--- config.mk ---
export PLATFORM = sky130hd
export DESIGN_NAME = sync_master_rx
export DESIGN_NICKNAME = d
export VERILOG_FILES = /design/src/rtl/srx_baud.sv /design/src/rtl/srx_ctrl.sv /design/src/rtl/srx_shift.sv /design/src/rtl/sync_master_rx.sv
export SDC_FILE = /design/constraint.sdc
export NUM_CORES = 1
export LEC_CHECK = 0
export BUFFER_PORTS_ARGS = -buffer_cell sky130_fd_sc_hd__buf_2
export CAP_MARGIN = 20
export CORE_ASPECT_RATIO = 0.7
export CORE_MARGIN = 3
export CORE_UTILIZATION = 45
export CTS_CLUSTER_SIZE = 10
export DETAILED_ROUTE_END_ITERATION = 6
export PLACE_DENSITY = 0.69
export SLEW_MARGIN = 20
export SYNTH_ARGS = -nofsm -noshare
export SYNTH_HDL_FRONTEND = slang
export SYNTH_HIERARCHICAL = 1
export SYNTH_SLANG_ARGS = --single-unit
--- constraint.sdc ---
create_clock -name clk -period 4.8 [get_ports clk]
set_clock_uncertainty 0.1 [all_clocks]
set_input_delay 0.96 -clock clk [delete_from_list [all_inputs] [get_ports clk]]
set_output_delay 0.96 -clock clk [all_outputs]
set_load 0.03 [all_outputs]
--- src/rtl/srx_baud.sv ---
module srx_baud #(
  parameter int unsigned DIV_W = 8
) (
  input  logic             clk,
  input  logic             rst_n,
  input  logic             run,
  input  logic [DIV_W-1:0] divider,
  output logic             sclk,
  output logic             fall_tick
);
  logic [DIV_W-1:0] cnt_q, cnt_d;
  logic             sclk_q, sclk_d;
  logic             term;

  always_comb begin
    term      = (cnt_q >= divider);
    cnt_d     = cnt_q;
    sclk_d    = sclk_q;
    fall_tick = 1'b0;
    if (!run) begin
      cnt_d  = '0;
      sclk_d = 1'b0;
    end else if (term) begin
      cnt_d     = '0;
      sclk_d    = ~sclk_q;
      fall_tick = sclk_q;
    end else begin
      cnt_d = cnt_q + 1'b1;
    end
  end

  always_ff @(posedge clk or negedge rst_n) begin
    if (!rst_n) begin
      cnt_q  <= '0;
      sclk_q <= 1'b0;
    end else begin
      cnt_q  <= cnt_d;
      sclk_q <= sclk_d;
    end
  end

  assign sclk = sclk_q;
endmodule

--- src/rtl/srx_ctrl.sv ---
module srx_ctrl (
  input  logic clk,
  input  logic rst_n,
  input  logic port_en,
  input  logic single_en,
  input  logic cont_en,
  input  logic word_last,
  output logic run,
  output logic single_clr
);
  logic done_q, done_d;
  logic clr_q, clr_d;

  // continuous enable overrides the single-word stop
  assign run = port_en & (cont_en | (single_en & ~done_q));

  always_comb begin
    done_d = done_q;
    if (!port_en || !single_en) begin
      done_d = 1'b0;
    end else if (word_last && !cont_en) begin
      done_d = 1'b1;
    end
    clr_d = word_last & ~cont_en;
  end

  always_ff @(posedge clk or negedge rst_n) begin
    if (!rst_n) begin
      done_q <= 1'b0;
      clr_q  <= 1'b0;
    end else begin
      done_q <= done_d;
      clr_q  <= clr_d;
    end
  end

  assign single_clr = clr_q;
endmodule

--- src/rtl/srx_shift.sv ---
module srx_shift #(
  parameter int unsigned DATA_W = 8
) (
  input  logic          clk,
  input  logic          rst_n,
  input  logic          run,
  input  logic          sample,
  input  logic          sdata,
  input  logic          nine,
  output logic          word_last,
  output logic          word_rdy,
  output logic [DATA_W:0] word
);
  localparam int unsigned SH_W  = DATA_W + 1;
  localparam int unsigned CNT_W = $clog2(SH_W + 1);

  logic [CNT_W-1:0] bits_q, bits_d;
  logic [SH_W-1:0]  sh_q, sh_d, sh_next;
  logic [SH_W-1:0]  word_q, word_d;
  logic             rdy_q;
  logic [CNT_W-1:0] last_idx;

  always_comb begin
    last_idx  = nine ? CNT_W'(SH_W - 1) : CNT_W'(DATA_W - 1);
    sh_next   = {sdata, sh_q[SH_W-1:1]};
    word_last = sample && (bits_q == last_idx);
    bits_d    = bits_q;
    sh_d      = sh_q;
    word_d    = word_q;
    if (!run) begin
      bits_d = '0;
    end else if (sample) begin
      sh_d   = sh_next;
      bits_d = word_last ? '0 : bits_q + 1'b1;
      if (word_last) begin
        word_d = nine ? sh_next : {1'b0, sh_next[SH_W-1:1]};
      end
    end
  end

  always_ff @(posedge clk or negedge rst_n) begin
    if (!rst_n) begin
      bits_q <= '0;
      sh_q   <= '0;
      word_q <= '0;
      rdy_q  <= 1'b0;
    end else begin
      bits_q <= bits_d;
      sh_q   <= sh_d;
      word_q <= word_d;
      rdy_q  <= word_last;
    end
  end

  assign word_rdy = rdy_q;
  assign word     = word_q;
endmodule

--- src/rtl/sync_master_rx.sv ---
module sync_master_rx #(
  parameter int unsigned DIV_W  = 8,
  parameter int unsigned DATA_W = 8
) (
  input  logic             clk,
  input  logic             rst_n,
  input  logic             port_en,
  input  logic             single_en,
  input  logic             cont_en,
  input  logic             nine_bit,
  input  logic [DIV_W-1:0] divider,
  input  logic             sdata_in,
  input  logic             push_ready,
  output logic             sclk_out,
  output logic             push_valid,
  output logic [DATA_W:0]  push_data,
  output logic             single_clr
);
  logic run;
  logic fall_tick;
  logic word_last;
  logic word_rdy;

  srx_ctrl u_ctrl (
    .clk        (clk),
    .rst_n      (rst_n),
    .port_en    (port_en),
    .single_en  (single_en),
    .cont_en    (cont_en),
    .word_last  (word_last),
    .run        (run),
    .single_clr (single_clr)
  );

  srx_baud #(.DIV_W(DIV_W)) u_baud (
    .clk       (clk),
    .rst_n     (rst_n),
    .run       (run),
    .divider   (divider),
    .sclk      (sclk_out),
    .fall_tick (fall_tick)
  );

  srx_shift #(.DATA_W(DATA_W)) u_shift (
    .clk       (clk),
    .rst_n     (rst_n),
    .run       (run),
    .sample    (fall_tick),
    .sdata     (sdata_in),
    .nine      (nine_bit),
    .word_last (word_last),
    .word_rdy  (word_rdy),
    .word      (push_data)
  );

  assign push_valid = word_rdy & push_ready;
endmodule

==> flow_summary.rst <==
.. list-table::
   :header-rows: 1

   * - Metric
     - Value
   * - Hold violation total from the final report
     - 0
   * - Clock Root Buffer
     - sky130_fd_sc_hd__clkbuf_8
   * - WHS
     - approximately 0.4 ns
   * - Sw Ratio
     - 0.2181
   * - Synthesis-to-finish area growth
     - 16.51%
   * - Cell family with most CP delay
     - compound AO/OA/AOI/OAI gates
   * - Die area
     - 4909 sq um
   * - Chain of cells forming the critical path
     - buf_2 > ha_1 > nand2b_4 > a2111oi_4 > o31ai_4 > and3_1 > nand3b_1 > o2bb2ai_4 > mux2_2
   * - Vertical extent of the die
     - 59.53 um
   * - Vias per std cell
     - roughly 5.4
   * - Critical path's largest stage delay
     - 0.42 ns
   * - Final core utilization
     - 0.5774
   * - Core box area
     - approximately 3700 sq um
   * - Post-synthesis instance area
     - approximately 1800 sq um
   * - Routed wire length
     - roughly 3400 um
   * - Synth warn
     - 6
   * - Power spent charging and discharging nets
     - ~0.13 mW
   * - Post-CTS repair timing setup buffer count
     - 0
   * - Final GP Congestion
     - 0.8776
   * - Worst rel slew slack
     - 0.5250
   * - Port Buf Inserts
     - 27
   * - Clock edge transition at the registers on the reported setup and hold paths
     - 0.07 ns
   * - Final critical-path share of the clock period
     - 0.6618
   * - Final sum of negative setup slack
     - 0 ns
   * - Largest fanout of any net on the critical path
     - 9
   * - Clock tree from TritonCTS
     - done
   * - Part of the Yosys area used for sequential elements
     - 0.4484
   * - Fmax
     - ~310 MHz
   * - Number of buffers created by CTS
     - 5
   * - Aggregate global routing overflow
     - 0
   * - Area share of the largest cell type after synthesis
     - 0.4484
   * - Share of total power in the clock network
     - 0.455
   * - LEAKAGE
     - around 1.1 nW
   * - Proportion of power drawn by combinational gates
     - 0.071
   * - Max-slew violation count
     - 0
   * - Sequential fraction of design power
     - 0.473
   * - Initial antenna violation count
     - 0
   * - P_int
     - about 0.47 mW
   * - Fraction of layout cells with a size suffix above 1
     - 0.3529
   * - Clock insertion delay at the later pin of the skew report
     - about 0.28 ns
   * - Worst hold path type
     - register to register
   * - Type of the worst setup path
     - primary input to register
   * - Number of synthesized register bits
     - 33
   * - Post-layout minimum cycle time
     - ~3.2 ns
   * - Post-detailed-route count of antenna-violating nets
     - 0
   * - Clock Tree Buf Depth
     - 2
   * - Type of destination of the critical path
     - register
   * - Average cell area after synthesis
     - ~12 sq um
   * - Vias after detailed routing
     - about 1,300
   * - Iteration-0 DRC count of the detailed router
     - roughly 70
   * - Total global routing track utilization
     - 0.1539
   * - Largest cells by area after synthesis
     - sky130_fd_sc_hd__dfrtp_1 45%, sky130_fd_sc_hd__mux2_2 15%, sky130_fd_sc_hd__ha_1 6.8%
   * - Count of buffering cells on the critical path with inverters included
     - 1
   * - Master of the slowest instance on the critical path
     - sky130_fd_sc_hd__o31ai_4
   * - Total instance count after detailed placement
     - about 230
   * - Initial Utilization
     - 0.4956
   * - Data required time of the worst path
     - 4.86 ns
   * - Wire length of the first global-routing pass
     - 5589 um
   * - Total Nets Final
     - roughly 210
   * - Number of buffers inserted for hold repair after clock tree synthesis
     - 0
   * - Number of cell rows
     - 18
   * - Startpoint type of the worst setup path
     - primary input
   * - Worst ir drop on vdd
     - 0.2156 mV
   * - Cell count after synthesis
     - between 150 and 200
   * - Post_cts resized
     - 0
   * - MaxCap Viol Count
     - 0
   * - # diodes
     - 0
   * - Final cell count without fillers
     - 237
   * - Horiz. Die Dim
     - about 82 um
   * - Distinct cells, synth
     - 41
   * - Net Count, Synth
     - about 180
   * - Least-Margin Pin Slew
     - 0.7126 ns
   * - Detailed-route wire length per cell
     - approximately 14 um
   * - Drc violations
     - 0
   * - RSZ-0062 raised after global routing
     - false
   * - Result of the run
     - complete, no violations
   * - Vias in the first global route
     - between 1,000 and 1,500
   * - # IOs
     - 28
   * - Power per cell area
     - 277.8 nW/um^2
   * - H-tree Lvls
     - 2
   * - HPWL after DPL
     - 2559 um
   * - Critical Path AT
     - about 3.2 ns
   * - Number of setup violations in the final report
     - 0
   * - Number of detailed-route iterations in the first pass
     - 4
   * - Maximum number of pins on one net before global-route repair
     - 34
   * - Post-synthesis cell type with the largest combined area
     - sky130_fd_sc_hd__dfrtp_1
   * - Total clock sinks
     - 33
## worst reg2reg max path, stage by stage, from the launching register on
cell	delay, ns
sky130_fd_sc_hd__dfrtp_1	0.43
sky130_fd_sc_hd__inv_1	0.08
sky130_fd_sc_hd__ha_1	0.29
sky130_fd_sc_hd__nand2b_4	0.13
sky130_fd_sc_hd__a2111oi_4	0.09
sky130_fd_sc_hd__o31ai_4	0.42
sky130_fd_sc_hd__and3_1	0.38
sky130_fd_sc_hd__nand3b_1	0.17
sky130_fd_sc_hd__o2bb2ai_4	0.32
sky130_fd_sc_hd__mux2_2	0.38
## layout by cell type (no fill, tap or decap), types with 3 or more instances in the layout
cell / Yosys / layout
sky130_fd_sc_hd__nand2_1: 5 / 5
sky130_fd_sc_hd__dfrtp_1: 33 / 33
sky130_fd_sc_hd__ha_1: 10 / 10
sky130_fd_sc_hd__xor2_1: 5 / 5
sky130_fd_sc_hd__mux2_2: 25 / 25
sky130_fd_sc_hd__nor3_1: 8 / 8
sky130_fd_sc_hd__and3_1: 5 / 5
sky130_fd_sc_hd__nor2b_1: 4 / 4
sky130_fd_sc_hd__o21a_1: 4 / 4
sky130_fd_sc_hd__buf_2: 2 / 27
sky130_fd_sc_hd__nand3_1: 6 / 6
sky130_fd_sc_hd__nand3b_1: 3 / 3
sky130_fd_sc_hd__nor2_1: 3 / 3
sky130_fd_sc_hd__inv_1: 12 / 12
sky130_fd_sc_hd__clkbuf_8: 0 / 6
## stage by stage
step                area (sq um)  worst slack, ns  power, mW
finish                      2146            1.623     0.5961
global route                2146            1.487     0.6224
CTS                         2146            1.637     0.6022
detailed placement          2026            1.334     0.3302
global placement            2026            1.426     0.3276
floorplan                   1842            1.660     0.3127
## flip-flops by register name, indices dropped and copies added (netlist names)
signal and count:
u_shift/sh_q 8, u_ctrl/single_clr 1, u_ctrl/done_q 1, u_baud/cnt_q 8, u_shift/word 9, u_baud/sclk 1, u_shift/word_rdy 1, u_shift/bits_q 4
## routing by layer
metal / part of all wire / routed length [um] / vias to the layer above / GRT usage
li1: - / - / 624 / -
met1: 0.47 / 1620 / 614 / 0.1998
met2: 0.45 / 1545 / 31 / 0.2317
met3: 0.054 / 185 / 6 / 0.05623
met4: 0.018 / 61 / 0 / 0.06398
met5: 0 / 0 / - / 0
## cells by family after synthesis
kind of cell | synth area share
buffers and inverters | 0.03193
and+or+nand+nor | 0.1501
xor gates and xnor gates | 0.02853
DFF | 0.4484
AOI/OAI and AO/OA | 0.1148
muxes | 0.1583
adders and majority gates | 0.06793
## Yosys cell counts (all sizes together)
master and number:
nand3 6, o21a 4, nand4 2, a21oi 2, a211o 1, a221o 1, clkbuf 1, nand2b 3
a32o 1, ha 10, mux2i 1, o31ai 1, xnor2 1, xor2 5, a2bb2oi 1, and3 5
a2111oi 2, a211oi 1, nor2 3, or4 1, and2 1, a21boi 1, o211a 1, o21ai 1
nand4b 1, and4b 1, nor2b 5, a21o 1, nand2 5, nor3b 1, inv 12, buf 2
nand3b 3, mux2 25, dfrtp 33, o2bb2ai 1, o2111a 1, nor3 8
## final timing paths
check / startpoint / to / slack (ns) / cells past startpoint
setup / recovery: divider[0] / u_shift/word[2] / 1.62 / 9
hold / removal: u_shift/word[0] / u_shift/word[0] / 0.41 / 1
setup reg to reg: u_baud/cnt_q[0] / u_shift/word[2] / 1.89 / 9
hold reg to reg: u_shift/word[0] / u_shift/word[0] / 0.41 / 1
max in group asynchronous: rst_n / u_shift/bits_q[3] / 3.51 / 1
min in group asynchronous: rst_n / u_shift/bits_q[1] / 0.63 / 1
## layout make-up
class,instances,area [sq um]
Tap cell,50,62.56
Sequential cell,33,825.8
Inverter,12,45.04
Multi-Input combinational cell,107,957.2
Clock buffer,6,82.58
Timing Repair Buffer,27,135.1
Clock inverter,2,37.54
Fill cell,311,1570
## power groups by stage
stage,logic (mW),registers [mW],clock network [mW]
floorplan,0.0256,0.287,0
global placement,0.0402,0.287,0
detailed placement,0.0428,0.287,0
CTS,0.0430,0.282,0.277
global route,0.0483,0.282,0.292
finish,0.0426,0.282,0.271
Power figures use the tool's default switching activity.
